==> src/rtl/cic_pkg.sv <==
package cic_pkg;
  // limit a configuration code to an inclusive range
  function automatic int unsigned clip(int unsigned code, int unsigned lo, int unsigned hi);
    if (code < lo) return lo;
    if (code > hi) return hi;
    return code;
  endfunction
endpackage

==> src/rtl/cic_integrators.sv <==
module cic_integrators #(
  parameter int IN_W   = 14,
  parameter int ACC_W  = 26,
  parameter int STAGES = 5,
  parameter int ORD_W  = 3
) (
  input  logic                    clk,
  input  logic                    rst,
  input  logic                    en,
  input  logic [ORD_W-1:0]        order,
  input  logic signed [IN_W-1:0]  din,
  output logic signed [ACC_W-1:0] dout
);
  logic signed [ACC_W-1:0] link [STAGES+1];

  assign link[0] = {{(ACC_W-IN_W){din[IN_W-1]}}, din};

  for (genvar g = 0; g < STAGES; g++) begin : g_stage
    logic signed [ACC_W-1:0] acc;
    logic signed [ACC_W-1:0] sum;
    logic                    live;
    assign live        = ORD_W'(g) < order;
    assign sum         = acc + link[g];
    assign link[g+1]   = live ? sum : link[g];
    always_ff @(posedge clk) begin
      if (rst)              acc <= '0;
      else if (en && live)  acc <= sum;
    end
  end

  assign dout = link[STAGES];
endmodule

==> src/rtl/cic_combs.sv <==
module cic_combs #(
  parameter int ACC_W  = 26,
  parameter int STAGES = 5,
  parameter int ORD_W  = 3
) (
  input  logic                    clk,
  input  logic                    rst,
  input  logic                    en,
  input  logic [ORD_W-1:0]        order,
  input  logic signed [ACC_W-1:0] din,
  output logic signed [ACC_W-1:0] dout
);
  logic signed [ACC_W-1:0] link [STAGES+1];

  assign link[0] = din;

  for (genvar g = 0; g < STAGES; g++) begin : g_stage
    logic signed [ACC_W-1:0] dly;
    logic signed [ACC_W-1:0] diff;
    logic                    live;
    assign live      = ORD_W'(g) < order;
    assign diff      = link[g] - dly;
    assign link[g+1] = live ? diff : link[g];
    always_ff @(posedge clk) begin
      if (rst)              dly <= '0;
      else if (en && live)  dly <= link[g];
    end
  end

  assign dout = link[STAGES];
endmodule

==> src/rtl/cic_scale.sv <==
module cic_scale #(
  parameter int ACC_W = 26,
  parameter int OUT_W = 24,
  parameter int SH_W  = 2
) (
  input  logic signed [ACC_W-1:0] din,
  input  logic [SH_W-1:0]         shift,
  output logic signed [OUT_W-1:0] dout,
  output logic                    ovf
);
  localparam int WW = ACC_W + 1;
  localparam logic signed [WW-1:0] HI = WW'((64'sd1 <<< (OUT_W-1)) - 64'sd1);
  localparam logic signed [WW-1:0] LO = -HI - WW'(1);

  logic signed [WW-1:0] ext;
  logic signed [WW-1:0] rnd;
  logic signed [WW-1:0] wide;
  logic signed [WW-1:0] shifted;

  always_comb begin
    ext     = {din[ACC_W-1], din};
    rnd     = (WW'(1) << shift) >>> 1;
    wide    = ext + rnd;
    shifted = wide >>> shift;
    ovf     = 1'b0;
    if (shifted > HI) begin
      dout = HI[OUT_W-1:0];
      ovf  = 1'b1;
    end else if (shifted < LO) begin
      dout = LO[OUT_W-1:0];
      ovf  = 1'b1;
    end else begin
      dout = shifted[OUT_W-1:0];
    end
  end
endmodule

==> src/rtl/cic_decim.sv <==
module cic_decim
  import cic_pkg::*;
#(
  parameter int IN_W      = 14,
  parameter int ACC_W     = 26,
  parameter int OUT_W     = 24,
  parameter int MAX_ORDER = 5,
  parameter int CNT_W     = 4,
  parameter int SH_W      = 2,
  parameter int MAX_SHIFT = 2,
  localparam int ORD_W    = $clog2(MAX_ORDER + 1)
) (
  input  logic                    clk,
  input  logic                    rst,
  input  logic [ORD_W-1:0]        cfg_order,
  input  logic [CNT_W-1:0]        cfg_ratio,
  input  logic [SH_W-1:0]         cfg_shift,
  input  logic                    sat_clr,
  input  logic                    in_valid,
  input  logic signed [IN_W-1:0]  in_data,
  output logic                    out_valid,
  output logic signed [OUT_W-1:0] out_data,
  output logic                    sat_flag
);
  logic [ORD_W-1:0]        ord_eff;
  logic [CNT_W-1:0]        rat_eff;
  logic [SH_W-1:0]         sh_eff;
  logic [CNT_W-1:0]        cnt;
  logic                    dump;
  logic signed [ACC_W-1:0] integ;
  logic signed [ACC_W-1:0] comb;
  logic signed [OUT_W-1:0] scaled;
  logic                    ovf;

  assign ord_eff = ORD_W'(clip(int'(cfg_order), 1, MAX_ORDER));
  assign rat_eff = CNT_W'(clip(int'(cfg_ratio), 1, (1 << CNT_W) - 1));
  assign sh_eff  = SH_W'(clip(int'(cfg_shift), 0, MAX_SHIFT));
  assign dump    = in_valid && (cnt == rat_eff - CNT_W'(1));

  always_ff @(posedge clk) begin
    if (rst)           cnt <= '0;
    else if (dump)     cnt <= '0;
    else if (in_valid) cnt <= cnt + CNT_W'(1);
  end

  cic_integrators #(.IN_W(IN_W), .ACC_W(ACC_W), .STAGES(MAX_ORDER), .ORD_W(ORD_W)) u_int (
    .clk(clk), .rst(rst), .en(in_valid), .order(ord_eff), .din(in_data), .dout(integ)
  );

  cic_combs #(.ACC_W(ACC_W), .STAGES(MAX_ORDER), .ORD_W(ORD_W)) u_comb (
    .clk(clk), .rst(rst), .en(dump), .order(ord_eff), .din(integ), .dout(comb)
  );

  cic_scale #(.ACC_W(ACC_W), .OUT_W(OUT_W), .SH_W(SH_W)) u_scale (
    .din(comb), .shift(sh_eff), .dout(scaled), .ovf(ovf)
  );

  always_ff @(posedge clk) begin
    if (rst) begin
      out_valid <= 1'b0;
      out_data  <= '0;
      sat_flag  <= 1'b0;
    end else begin
      out_valid <= dump;
      if (dump) out_data <= scaled;
      if (dump && ovf)  sat_flag <= 1'b1;
      else if (sat_clr) sat_flag <= 1'b0;
    end
  end
endmodule

==> config.mk <==
export PLATFORM = sky130hd
export DESIGN_NAME = cic_decim
export DESIGN_NICKNAME = d
export VERILOG_FILES = /design/src/rtl/cic_pkg.sv /design/src/rtl/cic_integrators.sv /design/src/rtl/cic_combs.sv /design/src/rtl/cic_scale.sv /design/src/rtl/cic_decim.sv
export SDC_FILE = /design/constraint.sdc
export NUM_CORES = 1
export LEC_CHECK = 0
export ABC_AREA = 1
export BUFFER_PORTS_ARGS = -buffer_cell sky130_fd_sc_hd__buf_2
export CAP_MARGIN = 20
export CELL_PAD_IN_SITES_DETAIL_PLACEMENT = 0
export CELL_PAD_IN_SITES_GLOBAL_PLACEMENT = 1
export CORE_ASPECT_RATIO = 1.75
export CORE_MARGIN = 2
export CORE_UTILIZATION = 50
export DETAILED_ROUTE_END_ITERATION = 12
export GPL_ROUTABILITY_DRIVEN = 1
export GPL_TIMING_DRIVEN = 0
export PLACE_DENSITY_LB_ADDON = 0.1
export REMOVE_ABC_BUFFERS = 1
export SYNTH_ARGS = -nofsm -noshare
export SYNTH_HDL_FRONTEND = slang
export SYNTH_SLANG_ARGS = --single-unit
==> constraint.sdc <==
create_clock -name clk -period 31.6 [get_ports clk]
set_clock_uncertainty 0.2 [all_clocks]
set_input_delay 4.74 -clock clk [delete_from_list [all_inputs] [get_ports clk]]
set_output_delay 4.74 -clock clk [all_outputs]
set_load 0.01 [all_outputs]
-- Word level (Yosys, flattened, before mapping)
Cells that the tools add are included.
- bits of input ports: 27
- register bits after elaboration: 290
- logic and storage cells: 84
- output and inout bits: 26
- reduce and logical (&&, ||, !) cells: 14
- shifts and indexed selects: 2
- add/sub/neg operators: 13
- $lt $le $gt $ge: 11
- multiplexer cells: 29
- equal/unequal tests: 1
- operators with widths (kind ; number):
    $mux 26 ; 10
    $sub 26x26->26 ; 5
    $add 26x26->26 ; 4
    $mux 24 ; 2
    $add 26x26->27 ; 1
    $gt 27x24->1 const B ; 1
    $lt 27x24->1 const B ; 1
    $shl 1x2->27 const A ; 1
    $sshr 27x2->27 ; 1
    $add 26x14->26 ; 1
    $logic_and 1x1->1 ; 12
    $mux 1 ; 11
    $mux 3 ; 3
    $lt 1x3->1 const A ; 2
    $lt 2x3->1 const A ; 2
    $add 4x1->4 const B ; 1
    $eq 4x4->1 ; 1
    $lt 4x1->1 const B ; 1
    $mux 2 ; 2
    $mux 4 ; 1
    $sub 4x1->4 const B ; 1
    $gt 3x3->1 const B ; 1
    $lt 3x1->1 const B ; 1
    $lt 3x3->1 const A ; 1
    other kinds (3) ; 3

-- Longest topological paths before layout
Gate-level depths: netlist of the first run.
- depth after elaboration: 32
- gate-level depth with buffers: 96
- mapped depth without buffers: 94

-- By module
A second synthesis of the first run with hierarchy kept.
- cells, all modules: 4901
- area, all modules: 29829.9 um^2
- modules (own cells, without submodules) (module ; seq. area each (um^2) ; cells each ; times used ; area each (um^2)):
    cic_combs ; 2602.5 ; 2386 ; 1 ; 14031.0
    cic_integrators ; 2602.5 ; 2004 ; 1 ; 12645.9
    cic_scale ; 0.0 ; 334 ; 1 ; 1771.7
    cic_decim ; 600.6 ; 177 ; 1 ; 1381.3

-- Least setup slack after synthesis of the first run
Ideal clock, no wire load.
- kind: in2reg
- start: in cfg_order[2]
- end: reg out_data[22]
- library setup time: 0.112 ns
- buffers on the path: 6
- data required time: 31.288 ns
- data arrival time: 17.293 ns
- stages on the path: 86
- slack: 13.994 ns
- cells stage by stage: buf_2 nor2_4 inv_1 buf_2 buf_2 buf_1 clkbuf_1 nand2_1 nand2_1 ha_1 inv_1 fa_1 or2_2 o21ai_0 xor2_1 nor2_1 a31oi_1 ha_1 [50 not listed] inv_1 o21bai_1 a21oi_1 nand2_1 nor2_1 nor3_1 nand3_1 nand2_1 nand2_1 nand3_1 nand2_1 nor2_1 nand2_1 nand2_2 buf_6 o21ai_1 nand2_1 nand2_1
- RTL lines (item ; RTL line ; RTL):
    start, declared ; cic_decim.sv:15 ; input logic [ORD_W-1:0] cfg_order,
    end signal, assigned ; cic_decim.sv:65 ; if (dump) out_data <= scaled;
    end, declared ; cic_decim.sv:22 ; output logic signed [OUT_W-1:0] out_data,

==> metrics.csv, run 1 <==
stage,metric,value,unit
outcome,outcome,completed,
clocking,clock sink count,290,
synthesis,Seq cells post-synth,290,
drt,final wirelength,72900,um
grt,GR Overflow Total,0,
synthesis,Main synth FF type,dfxtp_1,
place,PortBufs,52,
timing,Slew Limit Fails,0,
synthesis,cell count after synthesis,3915,
floorplanning,Die ar.,0.0526,mm2
drt,Vias per Instance,5.44,
synthesis,"Warnings, synthesis",0,
drt,per-cell routed wire length,15.9,um
clocking,Max Buffers Root-to-Sink,3,
place,placed cells,4516,
grt,largest net degree at the start of global routing,116,
drt,Detailed Route Iter0 Violations,1031,
timing,final hold slack,0.247,ns
floorplanning,Core ar.,0.0503,mm2
timing,post-route clock period utilization,0.673,
timing,FMAX,47.1,MHz
final_layout,final cell count without fillers,4577,
final_layout,fillers,5096,
final_layout,most frequent cells in the layout,"nand2_1, inv_1, nor2_1",
synthesis,"Async S/R FF share, synth",0,
clocking,cts bufs inserted,35,
synthesis,Yosys cell types,60,
floorplanning,Die Y-Extent,302,um
clocking,htree depth,2,
drt,DRC,0,
clocking,Post-CTS Resized,0,
critical_path,Setup Crit Path Kind,input port to register,
place,GPL Wtd Cong,0.960,
place,HPWL after detailed placement,57600,um
final_layout,Ant. Diodes,0,
clocking,clk slew on worst S/H paths,0.06,ns
critical_path,CP Launch Type,input port,
clocking,clk_lat worst skew,0.54,ns
grt,initial antenna violation count,0,
floorplanning,I/O Pins,53,
critical_path,CP peak stage delay,0.68,ns
drt,routed vias,24900,
grt,Global Route Usage Sum,0.276,
clocking,CTS tree,yes,
timing,final hold violation count,0,
critical_path,WP data arrival,21.52,ns
min_path,min-delay worst type,register to register,
timing,Slew HR,0.276,
timing,unrepaired setup endpoints after global routing,no,
final_layout,"commonest non-fill, non-tap cell in the layout",nand2_1,
drt,DRT Pass-1 Iters,5,
clocking,clk root buf,clkbuf_16,
flow_run,max cap viols,0,
floorplanning,Initial Utilization,0.504,
synthesis,number of synthesized flops with an enable pin,0,
timing,Final Setup Violations,0,
grt,number of global-route vias before repair,24800,
synthesis,synthesized area,0.0254,mm2
timing,Final min period,21.25,ns
final_layout,layout cells sized above 1,0.0690,
clocking,Post-CTS Setup Inserts,0,
floorplanning,chip width,174,um
critical_path,crit path max-delay cell type,nor4_1,
clocking,post-cts hold buffer count,0,
critical_path,Worst setup EP type,register,
critical_path,CP dominant cell by count,nand2_1,
floorplanning,std cell rows,109,
grt,first-pass GRT wire length,118000,um
synthesis,Avg Inst Size Synth,6.48,um2
timing,setup TNS,0,ns
timing,Worst-Margin Slew,1.08,ns
synthesis,sequential area share after synthesis,0.229,
critical_path,critical path required time,31.87,ns
critical_path,CP Max Fanout,34,
final_layout,fin util,0.545,
drt,Final ANT Viol Nets,0,
final_layout,Layout Nets,4182,
final_layout,Area Overhead vs Synth,8.25,%
cell usage after synthesis, drive strengths merged (2+ instances only):
master / number / area (um2)
a21o: 8 / 60.1
a221oi: 6 / 52.6
nand3: 222 / 1160
xnor2: 59 / 524
dfxtp: 290 / 5810
buf: 40 / 179
a211oi: 21 / 158
o221ai: 10 / 87.6
nand4: 12 / 90.1
and2: 4 / 25.0
and3: 2 / 12.5
a21boi: 8 / 60.1
nor4: 9 / 56.3
o21ai: 415 / 2250
clkbuf: 97 / 364
or2: 31 / 194
o21a: 6 / 45.0
a31oi: 55 / 350
ha: 256 / 3200
inv: 539 / 2020
o211ai: 12 / 90.1
a22oi: 5 / 37.5
nor3: 19 / 118
xor2: 145 / 1320
nand2: 800 / 3040
fa: 11 / 220
o21bai: 12 / 93.8
clkinv: 7 / 26.3
nand3b: 3 / 22.5
nor2: 410 / 1590
a21oi: 382 / 1950
o22ai: 11 / 81.3
stage by stage:
step / worst slack (ns) / area [um2]
after global routing: 9.04 / 27400
after floorplan: 11.79 / 24800
after CTS: 10.62 / 27400
after detailed placement: 10.14 / 26300
after global placement: 3.70 / 25900
final: 10.35 / 27400
state kept, by name, indices dropped and copies added (netlist names):
| signal | flops |
|---|---|
| sat_flag | 1 |
| u_int.g_stage.acc | 130 |
| u_comb.g_stage.dly | 130 |
| out_valid | 1 |
| out_data | 24 |
| cnt | 4 |
layer usage:
layer / vias up / routed length [um] / global-route usage
li1: 12800 / - / -
met1: 11500 / 24300 / 0.230
met2: 412 / 42800 / 0.606
met3: 205 / 1610 / 0.0225
met4: 0 / 4220 / 0.158
met5: - / 0 / 0
critical path, delay by kind of cell:
kind,cells,cell delay (ns)
adder cells (fa/ha/maj),9,2.92
AO/OA/AOI/OAI,19,5.05
AND/OR/NAND/NOR,34,6.06
XOR/XNOR,5,0.92
buffers and inverters,11,1.80
path summary, 6_finish.rpt:
| check | cells past startpoint | end | slack (ns) | from |
|---|---|---|---|---|
| max reg2reg | 75 | out_data[17] | 14.52 | u_int.g_stage[0].acc[0] |
| max | 78 | out_data[17] | 10.35 | cfg_order[2] |
| min reg2reg | 2 | out_data[5] | 0.25 | out_data[5] |
| min | 2 | out_data[5] | 0.25 | out_data[5] |
cells by family (layout without fill, tap and decap cells):
family,count (synthesis),count (layout),share of synthesized area
compound gates,956,956,0.211
buf+inv,683,679,0.102
simple gates,1513,1513,0.249
fa+ha+maj,267,267,0.135
flops,290,290,0.229
mux,1,1,0.000395
other cells,1,1,0.000148
xor+xnor,204,204,0.0728
cell type report:
type                            count  area (um2)  share of cell area
Clock buffer                       54        1010              0.0367
Inverter                          546        2050              0.0748
Clock inverter                      6        66.3             0.00242
Tap cell                          666         833              0.0304
Sequential cell                   290        5810               0.212
Multi-Input combinational cell   2942       17000               0.619
Timing Repair Buffer               73         683              0.0249
Power of run 1 is left out: the tool's default activity adds up to more than one toggle a clock period on the data nets, which glitch-free logic cannot reach.
==> inputs of run 2 (changes only) <==
--- a/config.mk
+++ b/config.mk
@@ -5,14 +5,14 @@
 export SDC_FILE = /design/constraint.sdc
 export NUM_CORES = 1
 export LEC_CHECK = 0
-export ABC_AREA = 1
+export ABC_AREA = 0
 export BUFFER_PORTS_ARGS = -buffer_cell sky130_fd_sc_hd__buf_2
 export CAP_MARGIN = 20
 export CELL_PAD_IN_SITES_DETAIL_PLACEMENT = 0
 export CELL_PAD_IN_SITES_GLOBAL_PLACEMENT = 1
 export CORE_ASPECT_RATIO = 1.75
 export CORE_MARGIN = 2
-export CORE_UTILIZATION = 50
+export CORE_UTILIZATION = 48
 export DETAILED_ROUTE_END_ITERATION = 12
 export GPL_ROUTABILITY_DRIVEN = 1
 export GPL_TIMING_DRIVEN = 0
==> constraint.sdc (replaced) <==
create_clock -name clk -period 20.2 [get_ports clk]
set_clock_uncertainty 0.2 [all_clocks]
set_input_delay 3.03 -clock clk [delete_from_list [all_inputs] [get_ports clk]]
set_output_delay 3.03 -clock clk [all_outputs]
set_load 0.01 [all_outputs]
==> metrics.csv, run 2 <==
stage,metric,value,unit,change
final_layout,Area Overhead vs Synth,9.94,%,
synthesis,most numerous cell in the Yosys netlist,nand2_1,,
final_layout,most frequent cells in the layout,"nand2_1, nor2_1, a21oi_1",,
critical_path,Crit Reg-Reg Endpoint,out_data[1],,
synthesis,synthesized area,0.0268,mm2,+5.5%
critical_path,cells on worst reg2reg path,70,,-6.7%
clocking,clock sink count,290,,unchanged
min_path,hold path cells,2,,unchanged
drt,final wirelength,79100,um,+8.5%
place,pre-CTS setup slack,-1.30,ns,-11.44 ns
timing,setup TNS,0,ns,unchanged
critical_path,CP dominant cell by count,ha_1,,
timing,final hold violation count,0,,unchanged
floorplanning,Core ar.,0.0552,mm2,+9.7%
clocking,Max Buffers Root-to-Sink,3,,unchanged
clocking,cts bufs inserted,36,,+2.9%
critical_path,critical path required time,20.49,ns,-11.38 ns
drt,DRT Pass-1 Iters,5,,unchanged
critical_path,WP data arrival,19.66,ns,-1.86 ns
grt,Global Route Usage Sum,0.271,,-0.00506
timing,Final min period,19.37,ns,
timing,Slew Limit Fails,0,,unchanged
critical_path,CP Max Fanout,17,,-50%
place,GPL Wtd Cong,0.918,,-4.4%
clocking,clk root buf,clkbuf_16,,
timing,Worst-Margin Slew,1.13,ns,+0.0505 ns
clocking,htree depth,2,,unchanged
timing,PnR worst setup slack,0.828,ns,-9.52 ns
min_path,min-delay worst type,register to register,,
grt,largest net degree at the start of global routing,122,,+5.2%
drt,Vias per Instance,5.96,,+9.6%
critical_path,flop2flop setup slack,3.12,ns,-11.40 ns
synthesis,Avg Inst Size Synth,7.37,um2,+14%
drt,per-cell routed wire length,18.3,um,+15%
clocking,post-cts hold buffer count,0,,unchanged
floorplanning,std cell rows,114,,+4.6%
final_layout,Layout Nets,3892,,-6.9%
place,PortBufs,52,,unchanged
critical_path,crit path max-delay cell type,or3b_2,,
drt,Detailed Route Iter0 Violations,1201,,+16%
floorplanning,I/O Pins,53,,unchanged
place,DP Area,0.0278,mm2,+5.5%
floorplanning,Die ar.,0.0577,mm2,+9.7%
final_layout,layout cells sized above 1,0.0811,,+0.0121
synthesis,Synth top cells by count,"nand2_1, nor2_1, a21oi_1, dfxtp_1, ha_1",,
synthesis,Yosys cell types,98,,+63%
synthesis,number of synthesized flops with an enable pin,0,,unchanged
synthesis,"Async S/R FF share, synth",0,,unchanged
outcome,outcome,completed,,
critical_path,CP Launch Type,input port,,
critical_path,Worst setup EP type,register,,
timing,final hold slack,0.254,ns,+0.00737 ns
grt,initial antenna violation count,0,,unchanged
floorplanning,Die Y-Extent,316,um,+4.8%
synthesis,cell count after synthesis,3631,,-7.3%
synthesis,Main synth FF type,dfxtp_1,,
timing,Slew HR,0.244,,-0.0320
grt,GR Overflow Total,0,,unchanged
grt,number of global-route vias before repair,25900,,+4.5%
min_path,hold path start,u_comb.g_stage[2].dly[18],,
min_path,Hold Crit Endpoint,u_comb.g_stage[2].dly[18],,
synthesis,Seq cells post-synth,290,,unchanged
clocking,CTS tree,yes,,
floorplanning,chip width,182,um,+4.7%
synthesis,"Warnings, synthesis",0,,unchanged
floorplanning,Initial Utilization,0.485,,-0.0192
synthesis,cell taking the most area after synthesis,dfxtp_1,,
place,HPWL after detailed placement,60300,um,+4.8%
grt,first-pass GRT wire length,127000,um,+7.3%
drt,Final ANT Viol Nets,0,,unchanged
timing,FMAX,51.6,MHz,
final_layout,biggest regs,"u_comb.g_stage.dly x130, u_int.g_stage.acc x130, out_data x24",,
final_layout,"commonest non-fill, non-tap cell in the layout",nand2_1,,
clocking,clk slew on worst S/H paths,0.06,ns,about the same
drt,DRC,0,,unchanged
synthesis,sequential area share after synthesis,0.217,,-0.0120
final_layout,Final Cell Area,0.0294,mm2,+7.2%
timing,Final Setup Violations,0,,unchanged
synthesis,post-synth top area share,0.217,,-0.0120
final_layout,Ant. Diodes,0,,unchanged
critical_path,Critical R2R Launch,u_int.g_stage[0].acc[0],,
critical_path,Setup Crit Path Kind,input port to register,,
timing,post-route clock period utilization,0.959,,
clocking,clk_lat worst skew,0.55,ns,about the same
flow_run,max cap viols,0,,unchanged
critical_path,CP peak stage delay,0.52,ns,-0.16 ns
synthesis,Area contributors post-synth,"dfxtp_1, ha_1, nand2_1",,
drt,routed vias,25700,,+3.5%
-- run 2: changes by cell type in the layout (fill, tap and decap cells not counted), moves of 34 or more --
cell / before / now
nand2_1: 786 / 481
inv_1: 521 / 233
o21ai_0: 348 / 170
nand3_1: 212 / 66
a211oi_1: 21 / 118
mux2i_1: 1 / 85
xnor2_1: 58 / 136
a21o_1: 8 / 74
xor2_1: 138 / 76
mux2_2: 0 / 49
nor3_1: 17 / 66
o21ai_2: 45 / 1
o21a_1: 6 / 48
nand2b_1: 0 / 34
-- run 2: cells by family after synthesis --
kind of cell | count (synthesis) | synth area share
other | 1 | 0.000140
XOR/XNOR | 221 | 0.0760
flip-flops | 290 | 0.217
adder cells (fa/ha/maj) | 267 | 0.128
buffers and inverters | 396 | 0.0564
AND/OR/NAND/NOR | 1256 | 0.212
multiplexers | 134 | 0.0524
AO/OA/AOI/OAI | 1066 | 0.258
-- run 2: what timing repair did --
action                     CTS  global route
setup endpoints to repair   25            25
pin swaps                    0             9
setup buffers                0            10
gates cloned                 0             0
resized for setup            9            43
-- run 2: per-stage QoR --
stage | utilization | instances
after floorplan | - | 3470
after global placement | 0.494 | 4218
after detailed placement | 0.504 | 4242
after CTS | 0.526 | 4306
after global routing | 0.533 | 4320
final | 0.533 | 4320
-- run 2: per-layer routing --
layer | share of wire | global-route usage
met1 | 0.36 | 0.249
met2 | 0.56 | 0.563
met3 | 0.029 | 0.0229
met4 | 0.058 | 0.161
met5 | 0 | 0
-- run 2: critical path, delay by kind of cell --
kind                     cells  cell delay [ns]
AO/OA/AOI/OAI               34             7.49
XOR/XNOR                     6             0.97
adder cells (fa/ha/maj)     11             3.88
buffers and inverters        3             0.45
multiplexers                 5             1.31
AND/OR/NAND/NOR             12             2.49
-- run 2: worst max-delay path by stage --
stage	start	to	slack, ns	cells after the start
2_1_floorplan	cfg_order[2]	out_data[0]	1.74	65
3_5_place_dp	in_data[0]	out_data[1]	-1.30	70
4_1_cts	in_data[0]	out_data[1]	0.005	70
5_1_grt	in_data[0]	out_data[3]	-0.05	79
6_report	in_data[0]	out_data[1]	0.83	71
3_3_place_gp	cfg_order[2]	out_data[5]	-6.33	69
-- run 2: area by class of cell --
type,count,area (um2)
clock buffer,58,1100
timing repair buffer,90,930
clock inverter,6,80.1
inverter,235,882
multi-input combinational,2945,19700
sequential,290,5810
tap,696,871
fill,5401,25800
Power of run 2 is left out for the same reason.
